<file path="src/rtl/lcdseq_pkg.sv">
package lcdseq_pkg;
  localparam int STAT_W    = 16;
  localparam int EMPTY_BIT = 15;  // queue empty flag in statusQueue
  localparam int OVF_BIT   = 0;   // sticky overflow in statusQueue
  localparam int IDLE_BIT  = 12;  // engine idle in statusLcd

  typedef enum logic [2:0] {
    ST_DISPLAY,
    ST_DRAIN_WAIT,
    ST_STOP_VSYNC,
    ST_IDLE_CMD,
    ST_SYNC_RESTART
  } seqState_t;

  typedef struct packed {
    logic idle;
    logic scan;
    logic sync;
  } seqStrobe_t;
endpackage

</file>
<file path="src/rtl/lcdseq_queue.sv">
module lcdseq_queue #(
  parameter int DEPTH = 4,
  parameter int WIDTH = 16
) (
  input  logic             clk,
  input  logic             rstN,
  input  logic             wrEn,
  input  logic [WIDTH-1:0] wrData,
  input  logic             rdReady,
  output logic             rdValid,
  output logic [WIDTH-1:0] rdData,
  output logic             empty,
  output logic             overflow
);
  localparam int AW = (DEPTH > 1) ? $clog2(DEPTH) : 1;
  localparam int CW = $clog2(DEPTH + 1);
  localparam logic [CW-1:0] FULL_C = CW'(DEPTH);
  localparam logic [AW-1:0] LAST_C = AW'(DEPTH - 1);

  logic [WIDTH-1:0] mem [DEPTH];
  logic [AW-1:0]    wrPtr, rdPtr;
  logic [CW-1:0]    count;
  logic             full, push, pop;

  assign full    = (count == FULL_C);
  assign empty   = (count == '0);
  assign push    = wrEn && !full;
  assign pop     = rdReady && !empty;
  assign rdValid = !empty;
  assign rdData  = mem[rdPtr];

  always_ff @(posedge clk) begin
    if (!rstN) begin
      wrPtr    <= '0;
      rdPtr    <= '0;
      count    <= '0;
      overflow <= 1'b0;
    end else begin
      if (push) wrPtr <= (wrPtr == LAST_C) ? '0 : wrPtr + 1'b1;
      if (pop)  rdPtr <= (rdPtr == LAST_C) ? '0 : rdPtr + 1'b1;
      if (push && !pop)      count <= count + 1'b1;
      else if (pop && !push) count <= count - 1'b1;
      if (wrEn && full) overflow <= 1'b1;
    end
  end

  always_ff @(posedge clk) begin
    if (push) mem[wrPtr] <= wrData;
  end
endmodule

</file>
<file path="src/rtl/lcdseq_ctrl.sv">
module lcdseq_ctrl
  import lcdseq_pkg::*;
(
  input  logic       clk,
  input  logic       rstN,
  input  logic       enterReq,
  input  logic       exitReq,
  input  logic       vsync,
  input  logic       rgbMode,
  input  logic       qEmpty,
  output seqStrobe_t strobe
);
  seqState_t st, nxt;

  always_comb begin
    nxt = st;
    case (st)
      ST_DISPLAY:      if (enterReq) nxt = ST_DRAIN_WAIT;
      ST_DRAIN_WAIT:   if (qEmpty)   nxt = ST_STOP_VSYNC;
      ST_STOP_VSYNC:   if (vsync)    nxt = ST_IDLE_CMD;
      ST_IDLE_CMD:     if (exitReq)  nxt = rgbMode ? ST_SYNC_RESTART : ST_DISPLAY;
      ST_SYNC_RESTART:               nxt = ST_DISPLAY;
      default:                       nxt = ST_DISPLAY;
    endcase
  end

  always_ff @(posedge clk) begin
    if (!rstN) st <= ST_DISPLAY;
    else       st <= nxt;
  end

  always_comb begin
    strobe.idle = (st == ST_IDLE_CMD);
    strobe.scan = (st == ST_DISPLAY) || (st == ST_DRAIN_WAIT) || (st == ST_STOP_VSYNC);
    strobe.sync = rgbMode && (st != ST_IDLE_CMD);
  end
endmodule

</file>
<file path="src/rtl/lcd_mode_seq.sv">
module lcd_mode_seq
  import lcdseq_pkg::*;
#(
  parameter int QDEPTH = 4,
  parameter int CMD_W  = 16
) (
  input  logic              clk,
  input  logic              rstN,
  input  logic              cmdWrEn,
  input  logic [CMD_W-1:0]  cmdWrData,
  input  logic              enterReq,
  input  logic              exitReq,
  input  logic              vsync,
  input  logic              rgbMode,
  input  logic              panelCmdReady,
  output logic              panelCmdValid,
  output logic [CMD_W-1:0]  panelCmdData,
  output logic              scanEn,
  output logic              syncEn,
  output logic [STAT_W-1:0] statusQueue,
  output logic [STAT_W-1:0] statusLcd
);
  seqStrobe_t strobe;
  logic       qEmpty, qOverflow;

  lcdseq_queue #(.DEPTH(QDEPTH), .WIDTH(CMD_W)) u_queue (
    .clk      (clk),
    .rstN     (rstN),
    .wrEn     (cmdWrEn),
    .wrData   (cmdWrData),
    .rdReady  (panelCmdReady),
    .rdValid  (panelCmdValid),
    .rdData   (panelCmdData),
    .empty    (qEmpty),
    .overflow (qOverflow)
  );

  lcdseq_ctrl u_ctrl (
    .clk      (clk),
    .rstN     (rstN),
    .enterReq (enterReq),
    .exitReq  (exitReq),
    .vsync    (vsync),
    .rgbMode  (rgbMode),
    .qEmpty   (qEmpty),
    .strobe   (strobe)
  );

  assign scanEn = strobe.scan;
  assign syncEn = strobe.sync;

  always_comb begin
    statusQueue            = '0;
    statusQueue[EMPTY_BIT] = qEmpty;
    statusQueue[OVF_BIT]   = qOverflow;
    statusLcd              = '0;
    statusLcd[IDLE_BIT]    = strobe.idle;
  end
endmodule

</file>
<file path="config.mk">
export PLATFORM = sky130hd
export DESIGN_NAME = lcd_mode_seq
export DESIGN_NICKNAME = d
export VERILOG_FILES = /design/src/rtl/lcdseq_pkg.sv /design/src/rtl/lcdseq_queue.sv /design/src/rtl/lcdseq_ctrl.sv /design/src/rtl/lcd_mode_seq.sv
export SDC_FILE = /design/constraint.sdc
export NUM_CORES = 1
export LEC_CHECK = 0
export BUFFER_PORTS_ARGS = -buffer_cell sky130_fd_sc_hd__buf_2
export CAP_MARGIN = 15
export CORE_MARGIN = 8
export CORE_UTILIZATION = 57
export CTS_BUF_LIST = sky130_fd_sc_hd__clkbuf_8 sky130_fd_sc_hd__clkbuf_16
export CTS_CLUSTER_SIZE = 25
export DETAILED_ROUTE_END_ITERATION = 8
export GPL_ROUTABILITY_DRIVEN = 0
export PLACE_DENSITY = 0.84
export SLEW_MARGIN = 30
export SYNTH_ARGS = -nofsm -noshare
export SYNTH_HDL_FRONTEND = slang
export SYNTH_SLANG_ARGS = --single-unit
</file>
<file path="constraint.sdc">
create_clock -name clk -period 4.2 [get_ports clk]
set_input_delay 0.63 -clock clk [delete_from_list [all_inputs] [get_ports clk]]
set_output_delay 0.63 -clock clk [all_outputs]
set_load 0.005 [all_outputs]
</file>
Word level (Yosys, flattened, before mapping)

Memory sizes are Yosys's and may differ from the RTL's. A register that Yosys moved wholly into a read port is not among the register bits.
Cells that the tools add are included.

Bits in writable memories: 64
Memories kept: 1
Register bits after elaboration: 11
Output and inout bits: 51

Equality and inequality tests: 11
Reductions and logical operators: 16
Add/sub/neg operators: 4
Mux-type cells: 14

Memories:

| name        | depth | width | rd ports | clocked after Yosys merged registers in | write ports | line               | text |
|---|---|---|---|---|---|---|---|
| u_queue.mem | 4     | 16    | 1        | 1                                       | 1           | lcdseq_queue.sv:20 | `logic [WIDTH-1:0] mem [DEPTH];` |

Operators by type and width:

| kind                                                  | number |
|---|---|
| two-way mux 3 bit                                     | 7 |
| case mux 3 bit (4 select lines)                       | 1 |
| two-way mux 2 bit                                     | 4 |
| inequality test 2 bit, second input constant          | 4 |
| equality test 3 x 2 -> 1 bit, second input constant   | 2 |
| logical AND 1 bit                                     | 6 |
| zero test 3 bit                                       | 2 |
| adder 2 x 1 -> 2 bit, second input constant           | 2 |
| equality test 2 bit, second input constant            | 2 |
| zero test 1 bit                                       | 4 |
| AND reduction 4 bit                                   | 1 |
| adder 3 x 1 -> 3 bit, second input constant           | 1 |
| equality test 3 x 1 -> 1 bit, second input constant   | 1 |
| equality test 3 bit, second input constant            | 1 |
| inequality test 3 x 2 -> 1 bit, second input constant | 1 |
| subtractor 3 x 1 -> 3 bit, second input constant      | 1 |
| logical OR 1 bit                                      | 2 |
| two-way mux 1 bit                                     | 2 |
| nonzero test 2 bit                                    | 1 |

Depth between registers and ports, before layout

Word-level depth: 7
Depth in mapped cells: 9
Depth with buffers taken out: 8

Cells and area by module

From an unflattened synthesis, not the netlist that was laid out.

Cell total of the unflattened synthesis: 189
Area, all modules: 3261.9 um^2

By module, submodules not included:

| module       | cells an instance | instances | sequential area each (um^2) | area an instance (um^2) |
|---|---|---|---|---|
| lcdseq_queue | 139               | 1         | 2122.0                      | 2857.7 |
| lcd_mode_seq | 32                | 1         | 0.0                         | 236.5 |
| lcdseq_ctrl  | 18                | 1         | 60.1                        | 167.7 |

Least setup slack after synthesis

OpenSTA, ideal clock, no wires.

Path type: input-to-reg
From: input port cmdWrEn
To: register u_queue.count[2]
Arrival: 2.051 ns
Cell stages on the path: 8
Path slack: 2.074 ns
Path buffers: 1
Cells stage by stage: nor2b_1 > buf_2 > ha_1 > inv_1 > fa_1 > xor2_1 > or3_1 > a21boi_0

Word-level cells in the longest chain between the ends: 4
Elaborated cells on any way between the ends: 6
Classes of those cells: 1 x mux; 5 x reduce/logical

RTL lines:

| element                             | line               | text |
|---|---|---|
| start, declared                     | lcd_mode_seq.sv:9  | `input logic cmdWrEn,` |
| logical AND 1 bit *                 | lcdseq_queue.sv:27 | `assign push = wrEn && !full;` |
| via u_queue.push                    | lcdseq_queue.sv:23 | `logic full, push, pop;` |
| zero test 1 bit                     | lcdseq_queue.sv:42 | `else if (pop && !push) count <= count - 1'b1;` |
| logical AND 1 bit                   | lcdseq_queue.sv:42 |  |
| nonzero test 2 bit (no source line) | --                 |  |
| end signal, assigned                | lcdseq_queue.sv:41 | `if (push && !pop) count <= count + 1'b1;` |
| end signal, assigned                | lcdseq_queue.sv:42 |  |
| end, declared                       | lcdseq_queue.sv:22 | `logic [CW-1:0] count;` |

The timed path passes the listed nets; every way through them passes the cells marked *.
A chain may end at the register's enable or synchronous reset.

==> run metrics <==
Max IR drop VDD=346 uV; Worst slew margin=44.2%; Highest Clock Rate=0.409 GHz; drt drc=0; CP required=3.57 ns; slew at the pin closest to its max-slew limit=0.837 ns; most frequent cell after synthesis=edfxtp_1; row count=27; CP cell instances=mux4_1, buf_2; via count=1,570; total negative slack=0 ns; worst-path maximum fanout=16; area occupied by multi-input gates=857 um^2; H-tree Lvls=3; total of warnings raised by yosys=0; Synth Area per Inst=17.1 um^2; top_reg_cell synth=edfxtp_1; slowest CP cell=dfxtp_2; final setup fails=0; CTS Hold Bufs=0; clk_lat worst skew=0.34 ns; Synth Register Bits=77; number of global-route vias before repair=1,720; n_diodes=0; clock slew at reported path FFs=0.08 ns; Chip Height=91.3 um; DRT Pass-1 Iters=4; crit path launch type=flip-flop; Area Overhead vs Synth=11.9%; I/O Pins=75; total track usage=13.0%; Hold Crit Class=in2reg; post-CTS sizing=0; outcome=finished, final reports clean; Via-to-Cell Ratio=5.02; top post-synthesis cells by count=edfxtp_1 (64), buf_4 (31), dfxtp_1 (13); Mapped Cells=189; Synth top area share=59.4%; Worst Setup End Kind=primary output; Post-Synthesis Cell Area=3240 um^2; first-pass GRT wire length=8340 um; dpl hpwl=3690 um; CTS tree=built; Setup CP Type=reg2out; CORE AREA=5510 um^2; pwr dens=581 nW/um^2; antenna violations before repair=0; Unique masters post-synth=30; max_cap viols=0; pin count of the biggest net entering global routing=17; Clock Tree Buf Depth=2; post-route minimum period=2.44 ns; IO Port Bufs=45; RSZ-0062 raised after global routing=false; register area share after synthesis=67.4%; die area=8340 um^2; storage element area=2180 um^2; fin nets=267; Initial Utilization=58.8%; slowest stage delay, CP=0.67 ns; static leakage=1.36 nW; Detail Route Antenna Nets=0; top cell type by total area after synthesis=edfxtp_1; Setup Buffers After CTS=0; CP arrival=1.81 ns; fin crit share=58.2%; Core Util, Final=65.8%; EDFF count, synth=64; filler instances=384; final wirelength=5340 um; ys async rst share=0%; GR Overflow Total=0; Final Hold Fails=0; final slew viol count=0; Die X=91.3 um; Num Clock Sinks=77; DR iter-0 viols=58; Max Clock Skew=0.00930 ns; Synth area leaders=edfxtp_1 (59%), dfxtp_1 (8.0%), buf_4 (7.2%), mux4_2 (7.0%), mux4_1 (4.9%); layout cell share with drive strength beyond 1=30.3%; total CTS buffers=9; CTS root buffer=clkbuf_8; Avg WL per Cell=17.1 um
power by group:
part,internal (mW),switching [mW]
clock network,0.397,0.260
logic,0.233,0.187
registers,0.936,0.0901
routing by layer:
metal  GRT usage, %  vias to the layer above  share of wire, %
met5              0                        -                 0
met4           4.64                        0               1.4
met3           6.09                        8               7.6
met2           23.3                       54                53
met1           12.9                      763                38
li1               -                      745                 -
cells in the final DEF (no fill, tap or decap), types with 2 or more instances in the layout:
| master | netlist | routed |
|---|---|---|
| o21ai_0 | 3 | 3 |
| bufinv_16 | 0 | 3 |
| nor2_1 | 5 | 5 |
| and2_1 | 5 | 5 |
| nand2_1 | 9 | 9 |
| edfxtp_1 | 64 | 64 |
| mux2i_1 | 4 | 4 |
| mux4_1 | 6 | 6 |
| mux4_2 | 10 | 10 |
| nor2b_1 | 5 | 5 |
| conb_1 | 1 | 29 |
| nand3_1 | 3 | 3 |
| a21oi_1 | 3 | 3 |
| dfxtp_1 | 13 | 12 |
| ha_1 | 6 | 6 |
| clkinvlp_4 | 0 | 2 |
| buf_2 | 3 | 45 |
| clkbuf_8 | 0 | 9 |
| inv_1 | 5 | 5 |
registers in the layout, indices dropped and copies added (netlist names), named ones only:
register,cells
u_ctrl.st,3
u_queue.mem,64
u_queue.overflow,1
u_queue.rdPtr,2
u_queue.count,3
u_queue.wrPtr,2
through the flow:
| step | worst slack [ns] | hold slack [ns] | power, mW | cell area (um^2) | instances |
|---|---|---|---|---|---|
| 4_1_cts | 1.72 | 0.489 | 2.13 | 3620 | 313 |
| 3_3_place_gp | 1.75 | 0.472 | 1.45 | 3370 | 297 |
| 5_1_grt | 1.64 | 0.489 | 2.21 | 3620 | 313 |
| 6_report | 1.76 | 0.505 | 2.10 | 3620 | 313 |
| 3_5_place_dp | 1.64 | 0.508 | 1.47 | 3370 | 297 |
| 2_1_floorplan | 2.07 | 0.460 | 1.35 | 3340 | 217 |
path summary, 6_finish.rpt:
path | startpoint | to | slack [ns] | cells past startpoint
min | cmdWrData[8] | u_queue.mem[1][8]$_DFFE_PP_ | 0.51 | 1
max reg2reg | u_queue.count[0]$_SDFFE_PN0P_ | u_queue.count[2]$_SDFFE_PN0P_ | 1.83 | 7
max | flip-flop | panelCmdData[0] | 1.76 | 2
min reg2reg | u_queue.overflow$_SDFFE_PN0P_ | u_queue.overflow$_SDFFE_PN0P_ | 0.52 | 2
layout make-up:
cell class                 count  share of cell area (%)
clock buffer                   9                    3.42
multi-input combinational     98                    23.7
tap                           72                    2.49
clock inverter                 7                    3.39
timing repair buffer          45                    6.22
inverter                       5                   0.518
sequential                    77                    60.3
critical path, delay by kind of cell (launching register included):
family	cells	cell delay [ns]
DFF	1	0.67
muxes	1	0.66
buffers and inverters	1	0.15
cell families after synthesis:
| family | share of synthesized area, % |
|---|---|
| flip-flops | 67.4 |
| buffers and inverters | 9.32 |
| AND/OR/NAND/NOR | 4.95 |
| multiplexers | 13.1 |
| AO/OA/AOI/OAI | 1.62 |
| adder cells (fa/ha/maj) | 2.94 |
| XOR/XNOR | 0.541 |
| other | 0.116 |
Power figures use the tool's default switching activity.
